File: src/rtl/pwm_timer5.sv
module pwm_timer5 #(
  parameter int CW = 16,
  parameter int AW = 5
) (
  input  logic          clk,
  input  logic          rst_n,
  input  logic          bus_wr,
  input  logic [AW-1:0] bus_addr,
  input  logic [31:0]   bus_wdata,
  output logic [31:0]   bus_rdata,
  output logic [3:0]    pwm_o,
  output logic [4:0]    expire_o
);
  localparam int NCH = 5;
  localparam int NPWM = 4;
  localparam int DW = 15;
  localparam logic [19:0] CTRL_MASK = 20'hB7777;

  logic [15:0] psc;
  logic [19:0] divsel, ctrl;
  logic [NCH-1:0][CW-1:0]  cbuf;
  logic [NPWM-1:0][CW-1:0] mbuf;
  logic [CW-1:0] cnt [NCH];
  logic [CW-1:0] cmp [NPWM];
  logic [7:0]    pcnt [2];
  logic [DW-1:0] dcnt [2];
  logic [1:0]     ptick;
  logic [NCH-1:0] run, upd, rld, tick;

  assign run = {ctrl[16], ctrl[12], ctrl[8], ctrl[4], ctrl[0]};
  assign upd = {ctrl[17], ctrl[13], ctrl[9], ctrl[5], ctrl[1]};
  assign rld = {ctrl[19], ctrl[14], ctrl[10], ctrl[6], ctrl[2]};

  always_ff @(posedge clk) begin
    if (!rst_n) begin
      psc    <= '0;
      divsel <= '0;
      ctrl   <= '0;
      cbuf   <= '0;
      mbuf   <= '0;
    end else if (bus_wr) begin
      case (bus_addr)
        AW'(0):  psc     <= bus_wdata[15:0];
        AW'(1):  divsel  <= bus_wdata[19:0];
        AW'(2):  ctrl    <= bus_wdata[19:0] & CTRL_MASK;
        AW'(15): cbuf[4] <= bus_wdata[CW-1:0];
        default: ;
      endcase
      for (int k = 0; k < NPWM; k++) begin
        if (bus_addr == AW'(3 + 3 * k)) cbuf[k] <= bus_wdata[CW-1:0];
        if (bus_addr == AW'(4 + 3 * k)) mbuf[k] <= bus_wdata[CW-1:0];
      end
    end
  end

  always_comb begin
    bus_rdata = '0;
    case (bus_addr)
      AW'(0):  bus_rdata = {16'b0, psc};
      AW'(1):  bus_rdata = 32'(divsel);
      AW'(2):  bus_rdata = 32'(ctrl);
      AW'(15): bus_rdata = 32'(cbuf[4]);
      AW'(16): bus_rdata = 32'(cnt[4]);
      default: ;
    endcase
    for (int k = 0; k < NPWM; k++) begin
      if (bus_addr == AW'(3 + 3 * k)) bus_rdata = 32'(cbuf[k]);
      if (bus_addr == AW'(4 + 3 * k)) bus_rdata = 32'(mbuf[k]);
      if (bus_addr == AW'(5 + 3 * k)) bus_rdata = 32'(cnt[k]);
    end
  end

  for (genvar g = 0; g < 2; g++) begin : g_psc
    logic [7:0] pv;
    assign pv = (g == 0) ? psc[7:0] : psc[15:8];
    assign ptick[g] = (pcnt[g] >= pv);
    always_ff @(posedge clk) begin
      if (!rst_n) begin
        pcnt[g] <= '0;
        dcnt[g] <= '0;
      end else begin
        pcnt[g] <= ptick[g] ? 8'd0 : pcnt[g] + 8'd1;
        if (ptick[g]) dcnt[g] <= dcnt[g] + DW'(1);
      end
    end
  end

  for (genvar i = 0; i < NCH; i++) begin : g_ch
    localparam int G = (i < 2) ? 0 : 1;
    logic [3:0]  dv;
    logic [DW:0] msk;
    logic        exp_q;
    assign dv  = divsel[4*i +: 4];
    assign msk = ((DW+1)'(1) << dv) - (DW+1)'(1);
    assign tick[i] = ptick[G] && ((dcnt[G] & msk[DW-1:0]) == '0);
    assign expire_o[i] = exp_q;

    always_ff @(posedge clk) begin
      if (!rst_n) begin
        cnt[i] <= '0;
        exp_q  <= 1'b0;
      end else begin
        exp_q <= 1'b0;
        if (upd[i]) begin
          cnt[i] <= cbuf[i];
        end else if (run[i] && tick[i]) begin
          if (cnt[i] == '0) begin
            if (rld[i]) cnt[i] <= cbuf[i];
          end else begin
            cnt[i] <= cnt[i] - CW'(1);
            exp_q  <= (cnt[i] == CW'(1));
          end
        end
      end
    end

    if (i < NPWM) begin : g_cmp
      always_ff @(posedge clk) begin
        if (!rst_n) cmp[i] <= '0;
        else if (upd[i]) cmp[i] <= mbuf[i];
      end
      assign pwm_o[i] = (cnt[i] <= cmp[i]);
    end
  end
endmodule


File: config.mk
export PLATFORM = sky130hd
export DESIGN_NAME = pwm_timer5
export DESIGN_NICKNAME = d
export VERILOG_FILES = /design/src/rtl/pwm_timer5.sv
export SDC_FILE = /design/constraint.sdc
export NUM_CORES = 1
export LEC_CHECK = 0
export ABC_AREA = 1
export BUFFER_PORTS_ARGS = -buffer_cell sky130_fd_sc_hd__buf_2
export CORE_MARGIN = 2
export CORE_UTILIZATION = 50
export CTS_CLUSTER_SIZE = 14
export DETAILED_ROUTE_END_ITERATION = 8
export PLACE_DENSITY_LB_ADDON = 0.08
export SKIP_CTS_REPAIR_TIMING = 1
export SLEW_MARGIN = 15
export SYNTH_ARGS = -nofsm -noshare
export SYNTH_HDL_FRONTEND = slang
export SYNTH_SLANG_ARGS = --single-unit
File: constraint.sdc
create_clock -name clk -period 2.8 [get_ports clk]
set_input_delay 0.56 -clock clk [delete_from_list [all_inputs] [get_ports clk]]
set_output_delay 0.56 -clock clk [all_outputs]
set_load 0.01 [all_outputs]
==> flow_summary.ini <==
[clocking]
root_buffer_cell = sky130_fd_sc_hd__clkbuf_16
number_of_buffers_between_clock_root_and_the_deepest_sink = 3
clk_latency_worst_skew_pair_ns = 0.60
clock_tree_from_tritoncts = yes
cts_sinks = 390
cts_inserted_buffers = 45
clk_pin_slew_ns = 0.06
cts-htree-levels = 2

[timing]
max_slew_margin_pct = 50.5
final-max-slew-violation-count = 0
rsz_0062_raised_after_global_routing = yes
clock.fmax_mhz = 337
worst_clock_skew_ns = 0.0246
layout_worst_path_cycle_share_pct = 106
final.setup.tns_ns = -1.50
worst_pin_slew_ns = 0.742
finalHoldViolations = 0
finalSetupViolations = 19
period_minus_slack_ns = 2.97
layout_setup_ws_ns = -0.171

[finish]
fin_nets = 3487
layout.filler_cells = 4143
antenna_cells = 0
ratio_of_cells_with_drive_above_1_in_the_final_layout_pct = 17.4
layout_commonest_cell = sky130_fd_sc_hd__nand2_1
syn2layout_area_growth_pct = 19.8
most-common-layout-cells = sky130_fd_sc_hd__nand2_1, sky130_fd_sc_hd__inv_1, sky130_fd_sc_hd__nor2_1
layoutNonFillerInstCount = 3984
finalCoreUtilization_pct = 61.0

[logic_synthesis]
synth_cells = 3158
synth_edf_count = 174
synth-async-reset-ratio_pct = 0
yosysWarnings = 0
synthesized_area_per_cell_um2 = 7.35
synth_flop_cell = sky130_fd_sc_hd__dfxtp_1
postSynthRegisterBits = 390
synth.lib_cells_used.distinct = 59
synth-seq-area-share_pct = 41.1
syn-cell-area_mm2 = 0.0232

[drt]
via_density = 5.60
drt-total-wl_mm = 79.5
detail_route.iter0.violations = 2436
remaining_drc_errors = 0
post_drt_wl_per_cell_um = 19.9
first_pass_iteration_count_of_the_detailed_router = 6
count_of_nets_left_with_antenna_violations_after_detail_routing = 0
num_vias = 22320

[global_route]
grt_start_max_net_pins = 101
first_global_vias = 20390
gr_busiest_metal = met2
groute.layer.met3.usage_pct = 4.53
initial_antenna_violation_count = 1
met2_track_demand_over_resource_pct = 51.1
groute.usage.overall_pct = 32.4
wire_length_of_the_first_global_routing_pass_mm = 119
overflow = 0
met1_usage_pct = 45.0

[flow_run]
max-cap-violations = 0

[worst_hold_path]
worstHoldPathType = input pin to flop

[die]
pin_count = 81
overall_die_height_um = 219
floorplan.die.width_um = 219
die-area_mm2 = 0.0482
core_mm2 = 0.0456
fp-row-count = 78
floorplan.initialDensity_pct = 50.9

[run_status]
status = complete, but fails checks
violated_checks = negative setup slack

[worst_setup_path]
cp_common_cell = sky130_fd_sc_hd__nand4_1
setup.worst_path.class = flop to output port
crit_path_start_kind = flop
worstPathMaxFanout = 2
timing.critical_path.cells = buf_6, nand4_1, nand2_1, nor2_2, nand3_2, nand2_2, nand4_1, nor2_2, nand4_1, nand2_1, nand3_2, buf_6
endpoint_kind = output port
cp_slowest_cell = sky130_fd_sc_hd__dfxtp_4
maximum_single_stage_delay_on_the_critical_path_ns = 0.34
critical_path_buf_inv_count = 2
worst_ep_arrival_time_ns = 2.41
crit_family = simple AND/OR/NAND/NOR gates
critPathRequiredTime_ns = 2.24

[placed_design]
buffer_ports.inserted = 56
place.detailed.hpwl_mm = 57.3
placedCellCount = 3826
placement.setup.worst_slack_ns = -0.419
routabilityCongestion = 1.02

[power_and_ir_drop]
power.ir.vdd_worst_mv = 0.485
power_density_mw_per_mm2 = 486
leakage_nw = 11.4
[stage by stage]
step	power [W]	area [um2]	hold slack (ns)
finish	0.0135	27800	0.270
global route	0.0139	27800	0.285
CTS	0.0134	26300	0.242
detailed placement	0.00750	24800	0.455
global placement	0.00747	24800	0.446
floorplan	0.00701	23300	0.430
[worst reg2reg max path: cells and delay by family (launching register included)]
family,cells,cell delay [ns]
flip-flops,1,0.43
buffers and inverters,5,0.70
AND/OR/NAND/NOR,9,1.37
[layout make-up]
type | count | area, um2 | share of cell area [%]
sequential | 390 | 9560 | 34.4
tap | 600 | 751 | 2.70
multi-input combinational | 2182 | 12000 | 43.2
timing repair buffer | 281 | 2330 | 8.37
inverter | 447 | 1700 | 6.12
clock inverter | 20 | 179 | 0.644
clock buffer | 64 | 1260 | 4.53
[cell families (layout without fill, tap and decap cells)]
family	count (synthesis)	in the layout	share of synthesized area, %
compound gates	610	610	14.0
xor+xnor	52	52	1.96
other cells	1	12	0.0162
flops	390	390	41.1
simple gates	1408	1408	27.0
buf+inv	597	812	10.5
fa+ha+maj	100	100	5.39
[power breakdown]
part	internal (W)	switching (W)	leakage (nW)
clock	0.00334	0.00257	0.706
sequential	0.00608	0.000140	3.60
combinational	0.000483	0.000890	7.13
total	0.00990	0.00360	11.4
[cells in the mapped netlist, types with 21 or more instances]
master	count	share of area [%]
sky130_fd_sc_hd__dfxtp_1	216	19
sky130_fd_sc_hd__o21ai_0	264	5.7
sky130_fd_sc_hd__nor2_1	364	5.9
sky130_fd_sc_hd__nor3_1	40	0.86
sky130_fd_sc_hd__xor2_1	41	1.5
sky130_fd_sc_hd__ha_1	100	5.4
sky130_fd_sc_hd__nand2_1	606	9.8
sky130_fd_sc_hd__buf_4	21	0.68
sky130_fd_sc_hd__inv_1	430	7.0
sky130_fd_sc_hd__edfxtp_1	174	23
sky130_fd_sc_hd__a21oi_1	250	5.4
sky130_fd_sc_hd__clkbuf_1	97	1.6
sky130_fd_sc_hd__nand3_1	196	4.2
sky130_fd_sc_hd__nand4_1	94	2.5
[per-layer routing]
layer / vias to the layer above / share of wire (%) / routed length (um)
li1: 10781 / - / -
met3: 173 / 8.1 / 6400
met1: 10447 / 43 / 34100
met4: 0 / 4.1 / 3270
met2: 919 / 45 / 35700
met5: - / 0 / 0
[registers in the layout, summed over array words and instances (netlist names)]
register / cells
dcnt: 30
pcnt: 16
cbuf: 80
cnt: 80
cmp: 64
psc: 16
divsel: 20
ctrl: 15
g_ch.exp_q: 5
mbuf: 64
[path summary, 6_finish.rpt]
| path | from | to | slack, ns | depth (start not counted) |
|---|---|---|---|---|
| worst max-delay path | divsel[9] | bus_rdata[9] | -0.17 | 12 |
| worst max register to register | cnt[1][3] | cnt[1][3] | 0.05 | 14 |
| worst min register to register | pcnt[0][0] | pcnt[0][0] | 0.46 | 1 |
| worst min-delay path | bus_wdata[18] | divsel[18] | 0.27 | 3 |
(Power assumes the default switching activity.)
